`src/rtl/pmc_pkg.sv`:
```
package pmc_pkg;

    localparam int ADDR_W = 8;
    localparam int DATA_W = 32;
    localparam int NIRQ   = 4;
    localparam int NMODE  = 6;
    localparam int NREG   = 8;
    localparam int IDX_W  = $clog2(NREG);
    localparam int DBG_W  = 9;
    localparam int RST_W  = 3;

    typedef enum logic [2:0] {
        PM_SLOW  = 3'd0,
        PM_RUN   = 3'd1,
        PM_IDLE  = 3'd2,
        PM_SLEEP = 3'd3,
        PM_INIT  = 3'd4,
        PM_DEEP  = 3'd7
    } pm_mode_e;

    typedef enum logic [IDX_W-1:0] {
        RG_MODE  = 3'd0,
        RG_COPRO = 3'd1,
        RG_ID    = 3'd2,
        RG_RETR  = 3'd3,
        RG_RSTAT = 3'd4,
        RG_CLKC  = 3'd5,
        RG_DBG   = 3'd6,
        RG_GTEST = 3'd7
    } reg_idx_e;

    typedef struct packed {
        logic              sel;
        logic              wr;
        logic [ADDR_W-1:0] addr;
        logic [DATA_W-1:0] wdata;
    } bus_req_t;

    typedef struct packed {
        logic     valid;
        pm_mode_e mode;
        logic     perm;
    } mode_req_t;

    function automatic logic code_defined(input logic [2:0] c);
        return (c == PM_SLOW) || (c == PM_RUN) || (c == PM_IDLE) ||
               (c == PM_SLEEP) || (c == PM_DEEP);
    endfunction

    function automatic logic cpu_awake(input pm_mode_e m);
        return (m == PM_RUN) || (m == PM_SLOW);
    endfunction

    function automatic pm_mode_e onehot_code(input int i);
        case (i)
            0:       return PM_INIT;
            1:       return PM_RUN;
            2:       return PM_SLOW;
            3:       return PM_IDLE;
            4:       return PM_SLEEP;
            default: return PM_DEEP;
        endcase
    endfunction

endpackage

```
`src/rtl/pmc_regbank.sv`:
```
module pmc_regbank
    import pmc_pkg::*;
#(
    parameter logic [DATA_W-1:0] ID_VALUE = 32'h0051_A3C0
) (
    input  logic              clk,
    input  logic              rst,
    input  bus_req_t          req,
    input  logic              tap_sel,
    input  pm_mode_e          cur_mode,
    input  logic [RST_W-1:0]  rst_evt,
    output mode_req_t         mreq,
    output logic              perm,
    output logic [NIRQ-1:0]   irq_en,
    output logic              tclk_en,
    output logic [DATA_W-1:0] rdata
);

    localparam int LOW_W = $clog2(DATA_W / 4);

    logic              aligned;
    logic [IDX_W-1:0]  idx;
    logic [NREG-1:0]   hit;
    logic              cpu_acc;
    logic              wr_en;
    logic              rd_en;

    logic              perm_q;
    logic              copro_q;
    logic              retr_q;
    logic [RST_W-1:0]  rstat_q;
    logic [NIRQ-1:0]   clkc_q;
    logic [DBG_W-1:0]  dbg_q;
    logic [DATA_W-1:0] gtest_q;

    assign aligned = (req.addr[LOW_W-1:0] == '0) &&
                     (req.addr[ADDR_W-1:LOW_W+IDX_W] == '0);
    assign idx     = req.addr[LOW_W+IDX_W-1:LOW_W];

    for (genvar g = 0; g < NREG; g++) begin : g_hit
        assign hit[g] = aligned && (idx == IDX_W'(g));
    end

    assign cpu_acc = req.sel && cpu_awake(cur_mode);
    assign wr_en   = cpu_acc && req.wr;
    assign rd_en   = (cpu_acc && !req.wr) || (tap_sel && dbg_q[DBG_W-1]);

    always_comb begin
        mreq.valid = wr_en && hit[RG_MODE] && code_defined(req.wdata[2:0]);
        mreq.mode  = pm_mode_e'(req.wdata[2:0]);
        mreq.perm  = req.wdata[3];
    end

    always_ff @(posedge clk) begin
        if (rst) begin
            perm_q  <= 1'b0;
            copro_q <= 1'b0;
            retr_q  <= 1'b0;
            clkc_q  <= '0;
            dbg_q   <= '0;
            gtest_q <= '0;
        end else if (wr_en) begin
            if (mreq.valid)   perm_q  <= mreq.perm;
            if (hit[RG_COPRO]) copro_q <= req.wdata[0];
            if (hit[RG_RETR])  retr_q  <= req.wdata[0];
            if (hit[RG_CLKC])  clkc_q  <= req.wdata[NIRQ-1:0];
            if (hit[RG_DBG])   dbg_q   <= req.wdata[DBG_W-1:0];
            if (hit[RG_GTEST]) gtest_q <= req.wdata;
        end
    end

    for (genvar b = 0; b < RST_W; b++) begin : g_rstat
        always_ff @(posedge clk) begin
            if (rst) begin
                rstat_q[b] <= (b == 0);
            end else if (rst_evt[b]) begin
                rstat_q[b] <= 1'b1;
            end else if (wr_en && hit[RG_RSTAT] && req.wdata[b]) begin
                rstat_q[b] <= 1'b0;
            end
        end
    end

    always_comb begin
        rdata = '0;
        if (rd_en && aligned) begin
            case (reg_idx_e'(idx))
                RG_MODE:  rdata = DATA_W'({perm_q, cur_mode});
                RG_COPRO: rdata = DATA_W'(copro_q);
                RG_ID:    rdata = ID_VALUE;
                RG_RETR:  rdata = DATA_W'(retr_q);
                RG_RSTAT: rdata = DATA_W'(rstat_q);
                RG_CLKC:  rdata = DATA_W'(clkc_q);
                RG_DBG:   rdata = DATA_W'(dbg_q);
                RG_GTEST: rdata = gtest_q;
                default:  rdata = '0;
            endcase
        end
    end

    assign perm    = perm_q;
    assign irq_en  = clkc_q;
    assign tclk_en = dbg_q[DBG_W-1];

endmodule

```
`src/rtl/pmc_fsm.sv`:
```
module pmc_fsm
    import pmc_pkg::*;
(
    input  logic            clk,
    input  logic            rst,
    input  mode_req_t       mreq,
    input  logic            perm,
    input  logic            pll_lock,
    input  logic [NIRQ-1:0] irq,
    input  logic [NIRQ-1:0] irq_en,
    input  logic            wake_pin,
    input  logic            supply_a,
    input  logic            supply_b,
    output pm_mode_e        mode
);

    pm_mode_e mode_q;
    pm_mode_e mode_d;
    logic     deep_exit_ok;

    assign deep_exit_ok = perm || supply_a || supply_b;

    always_comb begin
        mode_d = mode_q;
        case (mode_q)
            PM_INIT:          if (pll_lock) mode_d = PM_RUN;
            PM_RUN, PM_SLOW:  if (mreq.valid) mode_d = mreq.mode;
            PM_IDLE:          if (|(irq & irq_en)) mode_d = PM_RUN;
            PM_SLEEP:         if (wake_pin) mode_d = PM_RUN;
            PM_DEEP:          if (wake_pin && deep_exit_ok) mode_d = PM_RUN;
            default:          mode_d = PM_INIT;
        endcase
    end

    always_ff @(posedge clk) begin
        if (rst) mode_q <= PM_INIT;
        else     mode_q <= mode_d;
    end

    assign mode = mode_q;

endmodule

```
`src/rtl/pmc_clkgate.sv`:
```
module pmc_clkgate
    import pmc_pkg::*;
(
    input  pm_mode_e         mode,
    output logic [NMODE-1:0] onehot,
    output logic             cpu_en,
    output logic             per_en
);

    for (genvar i = 0; i < NMODE; i++) begin : g_dec
        assign onehot[i] = (mode == onehot_code(i));
    end

    assign cpu_en = onehot[1] || onehot[2];
    assign per_en = cpu_en || onehot[3];

endmodule

```
`src/rtl/pwr_mode_ctrl.sv`:
```
module pwr_mode_ctrl
    import pmc_pkg::*;
#(
    parameter logic [DATA_W-1:0] ID_VALUE = 32'h0051_A3C0
) (
    input  logic              clk,
    input  logic              rst,
    input  logic              bus_sel,
    input  logic              bus_wr,
    input  logic [ADDR_W-1:0] bus_addr,
    input  logic [DATA_W-1:0] bus_wdata,
    output logic [DATA_W-1:0] bus_rdata,
    input  logic              tap_sel,
    input  logic              pll_lock,
    input  logic [NIRQ-1:0]   irq,
    input  logic              wake_pin,
    input  logic              supply_a,
    input  logic              supply_b,
    input  logic              por_evt,
    input  logic              wdt_evt,
    input  logic              sw_evt,
    output logic              cpu_clk_en,
    output logic              per_clk_en,
    output logic [NMODE-1:0]  mode_onehot
);

    bus_req_t        req;
    mode_req_t       mreq;
    pm_mode_e        cur_mode;
    logic            perm;
    logic            tclk_en;
    logic [NIRQ-1:0] irq_en;

    assign req = '{sel: bus_sel, wr: bus_wr, addr: bus_addr, wdata: bus_wdata};

    pmc_regbank #(.ID_VALUE(ID_VALUE)) u_regs (
        .clk      (clk),
        .rst      (rst),
        .req      (req),
        .tap_sel  (tap_sel),
        .cur_mode (cur_mode),
        .rst_evt  ({sw_evt, wdt_evt, por_evt}),
        .mreq     (mreq),
        .perm     (perm),
        .irq_en   (irq_en),
        .tclk_en  (tclk_en),
        .rdata    (bus_rdata)
    );

    pmc_fsm u_fsm (
        .clk      (clk),
        .rst      (rst),
        .mreq     (mreq),
        .perm     (perm),
        .pll_lock (pll_lock),
        .irq      (irq),
        .irq_en   (irq_en),
        .wake_pin (wake_pin),
        .supply_a (supply_a),
        .supply_b (supply_b),
        .mode     (cur_mode)
    );

    pmc_clkgate u_clk (
        .mode   (cur_mode),
        .onehot (mode_onehot),
        .cpu_en (cpu_clk_en),
        .per_en (per_clk_en)
    );

endmodule

```
`config.mk`:
```
export PLATFORM = sky130hd
export DESIGN_NAME = pwr_mode_ctrl
export DESIGN_NICKNAME = d
export VERILOG_FILES = /design/src/rtl/pmc_pkg.sv /design/src/rtl/pmc_regbank.sv /design/src/rtl/pmc_fsm.sv /design/src/rtl/pmc_clkgate.sv /design/src/rtl/pwr_mode_ctrl.sv
export SDC_FILE = /design/constraint.sdc
export NUM_CORES = 1
export LEC_CHECK = 0
export BUFFER_PORTS_ARGS = -buffer_cell sky130_fd_sc_hd__buf_4
export CORE_ASPECT_RATIO = 0.8
export CORE_MARGIN = 2
export CORE_UTILIZATION = 45
export CTS_BUF_LIST = sky130_fd_sc_hd__clkbuf_8 sky130_fd_sc_hd__clkbuf_16
export CTS_CLUSTER_DIAMETER = 60
export CTS_CLUSTER_SIZE = 28
export DETAILED_ROUTE_END_ITERATION = 7
export GPL_TIMING_DRIVEN = 0
export PLACE_DENSITY = 0.72
export SKIP_LAST_GASP = 1
export SYNTH_ARGS = -nofsm -noshare
export SYNTH_HDL_FRONTEND = slang
export SYNTH_HIERARCHICAL = 1
export SYNTH_SLANG_ARGS = --single-unit
export TNS_END_PERCENT = 5
```
`constraint.sdc`:
```
create_clock -name clk -period 2.5 [get_ports clk]
set_input_delay 0.375 -clock clk [delete_from_list [all_inputs] [get_ports clk]]
set_output_delay 0.375 -clock clk [all_outputs]
set_load 0.01 [all_outputs]
```
-- Word level (Yosys, flattened, before mapping)
Index checks and enable logic that the tools add are counted.
- register bits: 54
- input port bits: 56
- output and inout bits: 40
- word-level logic and storage cells: 91
- equal/unequal tests: 21
- muxes and demuxes: 12
- bitwise operators: 1
- reduce and logical (&&, ||, !) cells: 47
- operators with widths (operator ; number):
    32-bit one-hot mux with 8 select lines ; 1
    32-bit two-way mux ; 1
    3-bit == test, second input constant ; 7
    1-bit logical AND ; 20
    3-bit by 2-bit == test with 1-bit output, second input constant ; 6
    3-bit two-way mux ; 5
    3-bit one-hot mux with 5 select lines ; 1
    3-bit logical NOT ; 4
    2-bit AND reduction ; 6
    3-bit by 1-bit == test with 1-bit output, second input constant ; 3
    1-bit logical OR ; 9
    2-bit != test, second input constant ; 4
    5-bit AND reduction ; 1
    4-bit AND ; 1
    1-bit two-way mux ; 4
    2-bit nonzero test ; 2
    2-bit OR reduction ; 2
    4-bit OR reduction ; 1
    2-bit logical NOT ; 1
    2-bit by 1-bit != test with 1-bit output, second input constant ; 1
    1-bit logical NOT ; 1

-- Longest topological paths before layout
Gate-level depths: netlist of the first run.
- depth in word-level cells: 8
- gate-level depth with buffers: 7
- depth with buffers taken out: 6

-- Modules after synthesis
The synthesis of the first run kept the hierarchy.
- by module, submodules not included (module ; times used ; cells an instance ; area an instance (um2) ; seq. area each (um2)):
    pmc_regbank ; 1 ; 312 ; 2682.6 ; 1021.0
    pmc_fsm ; 1 ; 28 ; 255.2 ; 60.1
    pmc_clkgate ; 1 ; 8 ; 53.8 ; 0.0

-- Least setup slack after synthesis of the first run
Ideal clock, no wire load.
- path kind: register to register
- start: register u_fsm.mode_q[1], in the netlist u_fsm/mode[1]
- end: register u_fsm.mode_q[0], in the netlist u_fsm/mode[0]
- library setup time: 0.132 ns
- arrival: 2.087 ns
- slack: 0.282 ns
- stages on the path, launching flop included: 7
- period minus slack after synthesis: 2.218 ns
- cells stage by stage: dfxtp_1 -> nor4b_4 -> nand2_1 -> a2111oi_4 -> or3b_2 -> a21oi_1 -> a2111oi_0
- RTL lines (element ; RTL line ; text):
    from (decl) ; pmc_fsm.sv:17 ; pm_mode_e mode_q;
    from (signal assigned) ; pmc_fsm.sv:37 ; else mode_q <= mode_d;

-- Worst setup path after layout of the first run
- start: register u_fsm.mode_q[1], in the netlist u_fsm/mode[1]
- end: output port bus_rdata[16]
- longest elaborated chain between the ends: 7
- elaborated cells on any way between the ends: 8
- those cells by class: 1 x eq/ne; 1 x mux; 6 x reduce/logical
- RTL lines (element ; RTL line ; text):
    3-bit by 1-bit == test with 1-bit output or 3-bit logical NOT (tied branches) ; pmc_pkg.sv:51 ; return (m == PM_RUN) || (m == PM_SLOW);
    1-bit logical OR (*) ; pmc_pkg.sv:51 ;
    1-bit logical AND (*) ; pmc_regbank.sv:44 ; assign cpu_acc = req.sel && cpu_awake(cur_mode);
    1-bit logical AND (*) ; pmc_regbank.sv:46 ; assign rd_en = (cpu_acc && !req.wr) || (tap_sel && dbg_q[DBG_W-1]);
    1-bit logical OR (*) ; pmc_regbank.sv:46 ;
    1-bit logical AND (*) ; pmc_regbank.sv:86 ; if (rd_en && aligned) begin
    32-bit two-way mux (*) ; pmc_regbank.sv:86 ;
    to (decl) ; pwr_mode_ctrl.sv:12 ; output logic [DATA_W-1:0] bus_rdata,
Every way passes the cells marked *; elsewhere a longest branch is shown, timed or not.

==> flow_summary.ini, run 1 <==
[clocking]
cts.reportedPaths.clkPinSlew_ns = 0.09
clk_path_buf_depth = 2
cts.root.buffer_cell = clkbuf_8
cts_sinks = 54
hold_buffers = 0
clk-insertion-delay-late_ns = 0.31
cts_tree = done
cts_inserted_buffers = 5
cts.htree.levels = 2

[finish]
nFillCells = 584
syn_to_final_growth_pct = 30.9
antenna_cells_inserted = 0
layout_commonest_cell = buf_4
final_layout_size_suffix_gt1_share_pct = 30.0
highest_count_cells_in_the_layout_ignoring_fill_and_taps = buf_4 (99), dfxtp_1 (52), nand3b_1 (47), o21ai_0 (46), nand2b_1 (35)
fin_nets = 506
stdcell_area_um2 = 3910
instances_no_fill = 534

[global_routing]
globalRouteTotalUtil_pct = 23.3
grt_antenna_before_repair = 0
via_count_of_the_first_global_routing_pass = 2832
globalRouteOverflowTotal = 0
grt_pass1_wl_um = 13600
grt_start_max_net_pins = 20

[synth]
post_synth_inst_count = 347
synth_area_per_cell_um2 = 8.60
yosysWarnings = 6
netlist_area_before_placement_um2 = 2980
syn_nets = 403

[drt]
number_of_drc_violations_after_detailed_routing = 0
highest-signal-layer = met4
post_drt_wl_per_cell_um = 15.7
via_count = 2876
via_per_inst = 5.39
antenna_left = 0
drt-total-wl_um = 8380
met3RoutedLength_um = 559
drtIter0Drc = 174
route.met2.wl_um = 4050
routedLengthMet1_um = 3700
drt_pass1_iterations = 4

[worst_hold_path]
timing.hold.worst.class = input port to flip-flop

[power_and_ir_drop]
cellPowerDensity_nw_per_um2 = 409
post-layout-total-power_mw = 1.60
ir_worst_vdd_mv = 0.195
power.leakage_nw = 1.54

[floorplan]
initial_core_util_pct = 46.6
die_h_um = 76.8
fp.dieArea_um2 = 7300
fp-row-count = 26
die-width_um = 95.0
boundaryPins = 96
core-area_um2 = 6410

[setup_path]
worstSetupEndpointType = output pin
critical_path_peak_fanout = 19
worstSetupStartpointType = flip-flop
classification_of_the_worst_setup_path = flip-flop to output pin
cp_data_arrival_time_ns = 2.07
critical_path_required_ns = 2.12
r2r_setup_slack_ns = 0.12

[outcome]
outcome = finished, final reports clean

[placed_design]
placed_area_um2 = 3790
dp_hpwl_um = 6060
placed_cells = 525
gp_congestion = 0.846
portBuffers = 94

[flow_run]
max_cap_violations = 0

[timing]
finalHoldViolations = 0
post-route-period-util_pct = 97.8
layout_min_cycle_time_ns = 2.45
rsz0062_at_grt = true
worst_slew_pin_slew_ns = 0.630
achievable-frequency_mhz = 409
slew_headroom_pct = 58.0
setup_viol_count_final = 0
final.hold.worst_slack_ns = 0.292
slew_violations = 0
finClkSkew_ns = 0.00306
[worst paths after layout]
check / endpoint / startpoint / cells past startpoint
worst max-delay path: bus_rdata[16] / u_fsm/mode[1]$_SDFFE_PP0P_ / 6
worst min-delay path: u_regs/rstat_q[0]$_SDFFE_PP1P_ / bus_wdata[0] / 2
worst max register to register: u_fsm/mode[0]$_SDFFE_PP0P_ / u_fsm/mode[1]$_SDFFE_PP0P_ / 6
worst min register to register: u_regs/gtest_q[26]$_SDFFE_PP0P_ / u_regs/gtest_q[26]$_SDFFE_PP0P_ / 2
[report_power, final]
part           total (mW)  switching [mW]  internal, mW
sequential          0.883          0.0165         0.866
clock               0.467           0.278         0.189
combinational       0.247           0.113         0.133
total                1.60           0.408          1.19
[registers in the layout, summed over array words and instances (netlist names)]
register / count
u_regs/rstat_q: 3
u_regs/perm: 1
u_fsm/mode: 3
u_regs/irq_en: 4
u_regs/copro_q: 1
u_regs/dbg_q: 9
u_regs/retr_q: 1
u_regs/gtest_q: 32
[metrics by stage]
step                      setup slack [ns]  setup TNS, ns  utilization (%)
after global routing               -0.0291         -0.117             61.0
after floorplan                      0.282              0                -
after CTS                           0.0110              0             60.7
final                               0.0546              0             61.0
after detailed placement           -0.0588        -0.0588             59.2
after global placement            -0.00935       -0.00935             59.2
[layout make-up]
class	instances	area [um2]	area share (%)
timing repair buffer	96	721	18.4
clock buffer	5	68.8	1.76
inverter	6	22.5	0.576
buffer	28	139	3.55
multi-input combinational	259	1760	45.0
tap	84	105	2.69
clock inverter	2	11.3	0.288
sequential	54	1080	27.7
[what timing repair did]
action | CTS | global route
gates resized for setup | 3 | 2
endpoints found under the hold margin | 0 | 0
pin swaps | 0 | 2
endpoints found under the setup margin | 27 | 20
buffers inserted | 0 | 2
[critical path, stage by stage (launching register included)]
cell      delay, ns
dfxtp_2        0.45
nor4b_4        0.37
o211ai_4       0.18
or2_1          0.27
buf_6          0.14
a21oi_1        0.18
buf_4          0.16
[layer usage]
metal / vias up / track usage, %
met5: - / 0
met4: 0 / 5.65
met3: 7 / 4.22
met2: 97 / 37.2
met1: 1345 / 32.7
li1: 1427 / -
No activity file was read; power rests on OpenSTA's default activity.
==> inputs of run 2 (changes only) <==
- REMOVE_ABC_BUFFERS: not set -> 1
==> flow_summary.ini, run 2 (same netlist as run 1, synthesis figures left out) <==
[clocking]
hold_buffers = 0
cts.reportedPaths.clkPinSlew_ns = 0.09
cts_inserted_buffers = 5
cts.htree.levels = 2
cts_sinks = 54
post_cts_resize_count = 5
cts_tree = done
cts.root.buffer_cell = clkbuf_8
clk-insertion-delay-late_ns = 0.30
postCtsSetupBuffers = 0
clk_path_buf_depth = 2

[setup_path]
worst_r2r_endpoint = u_fsm/mode[0]$_SDFFE_PP0P_
critical_path_peak_fanout = 19
worst_r2r_path_depth = 6
cp_data_arrival_time_ns = 2.69
worstSetupEndpointType = flip-flop
crit-reg2reg-launch = u_fsm/mode[1]$_SDFFE_PP0P_
critical_path_required_ns = 2.66
worstSetupStartpointType = flip-flop
setup.worst_path.start = u_fsm/mode[1]$_SDFFE_PP0P_
classification_of_the_worst_setup_path = flip-flop to flip-flop
r2r_setup_slack_ns = -0.03

[floorplan]
initial_core_util_pct = 46.6
fp.dieArea_um2 = 7300
fp-row-count = 26
die-width_um = 95.0
die_h_um = 76.8
boundaryPins = 96
core-area_um2 = 6410

[drt]
drt-total-wl_um = 7550
drtIter0Drc = 159
number_of_drc_violations_after_detailed_routing = 0
via_per_inst = 5.41
post_drt_wl_per_cell_um = 14.9
drt_pass1_iterations = 5
via_count = 2739
antenna_left = 0

[placed_design]
portBuffers = 95
gp_congestion = 0.816
placed_cells = 499
dp_hpwl_um = 5200
placed_area_um2 = 3690

[timing]
worst_slew_pin_slew_ns = 0.659
finalHoldViolations = 0
rsz0062_at_grt = true
layout_min_cycle_time_ns = 2.53
setup_viol_count_final = 1
slew_headroom_pct = 56.1
achievable-frequency_mhz = 395
slew_violations = 0
final.setup.worst_slack_ns = -0.0335
post-route-period-util_pct = 101
finClkSkew_ns = 0.00548

[outcome]
outcome = finished, violations left
failing_checks = setup timing

[global_routing]
grt_pass1_wl_um = 12200
via_count_of_the_first_global_routing_pass = 2553
grt_antenna_before_repair = 0
globalRouteOverflowTotal = 0
grt_start_max_net_pins = 89
globalRouteTotalUtil_pct = 20.7

[finish]
fin_nets = 478
instances_no_fill = 506
max_flop_register = u_regs/gtest_q
highest_count_cells_in_the_layout_ignoring_fill_and_taps = buf_4 (95), dfxtp_1 (52), nand3b_1 (47), o21ai_0 (46), nand2b_1 (35)
layout_commonest_cell = buf_4
stdcell_area_um2 = 3830
syn_to_final_growth_pct = 28.4
antenna_cells_inserted = 0
nFillCells = 599
final_layout_size_suffix_gt1_share_pct = 29.9
number_of_flip_flops_in_the_largest_register = 32

[worst_hold_path]
timing.hold.worst.class = input port to flip-flop
worstHoldPathCells = 2
hold_start = bus_wdata[1]
hold-path-endpoint = u_regs/rstat_q[1]$_SDFFE_PP0P_

[power_and_ir_drop]
cellPowerDensity_nw_per_um2 = 445
post-layout-total-power_mw = 1.71
ir_worst_vdd_mv = 0.193
power.leakage_nw = 1.51

[flow_run]
max_cap_violations = 0
==> run 2: cell types whose count changed in the layout (fill, tap and decap cells not counted) <==
cell	delta
nand4_2	-1
or2_4	+1
buf_1	-1
inv_1	-1
buf_2	-6
clkbuf_1	-16
clkbuf_8	+1
buf_6	-2
nand4_4	+1
clkinvlp_4	-1
bufinv_16	+1
or2_1	-1
buf_16	+1
buf_4	-4
==> run 2: metrics by stage <==
step	worst slack (ns)	hold slack [ns]	util [%]	TNS [ns]
global placement	-0.476	0.461	57.2	-15.12
finish	-0.0335	0.286	59.8	-0.0335
floorplan	0.278	0.447	-	0
CTS	0.0234	0.279	59.7	0
detailed placement	-0.186	0.471	57.6	-2.58
global route	-0.115	0.288	59.8	-0.269
==> run 2: area by class of cell <==
cell class              instances  area (um2)  share of cell area, %
well taps                      84         105                   2.74
clock inverters                 1        30.0                  0.784
clock buffers                   6        82.6                   2.15
flip-flops and latches         54        1080                   28.3
multi-input cells             259        1770                   46.1
inverters                       6        22.5                  0.588
repair buffers                 96         741                   19.3
==> run 2: worst max-delay path by stage <==
stage	end	slack, ns	cells after the start
after floorplan	u_regs/gtest_q[0]$_SDFFE_PP0P_	0.28	4
after global placement	u_regs/gtest_q[4]$_SDFFE_PP0P_	-0.48	5
after detailed placement	u_regs/gtest_q[20]$_SDFFE_PP0P_	-0.19	6
after CTS	u_regs/gtest_q[20]$_SDFFE_PP0P_	0.02	5
after global routing	u_fsm/mode[0]$_SDFFE_PP0P_	-0.11	6
final	u_fsm/mode[0]$_SDFFE_PP0P_	-0.03	6
==> run 2: worst max-delay path, stage by stage, from the launching register on <==
cell and delay, ns:
dfxtp_2 0.44, nor4b_4 0.52, nand2_1 0.19, a2111oi_4 0.50
or3b_2 0.48, a21oi_1 0.18, a2111oi_0 0.08
==> run 2: report_power, final <==
group          switching, mW  internal [mW]  total [mW]  leakage [nW]
sequential            0.0194          0.866       0.886         0.436
combinational          0.103          0.123       0.226          1.01
clock                  0.273          0.321       0.594        0.0573
total                  0.395           1.31        1.71          1.51
==> run 2: layer usage <==
layer / vias up / GRT usage, % / wire length [um]
met5: - / 0 / 0
met4: 0 / 6.23 / 107
met3: 8 / 3.73 / 397
met2: 74 / 33.4 / 3560
met1: 1280 / 28.1 / 3480
li1: 1377 / - / -
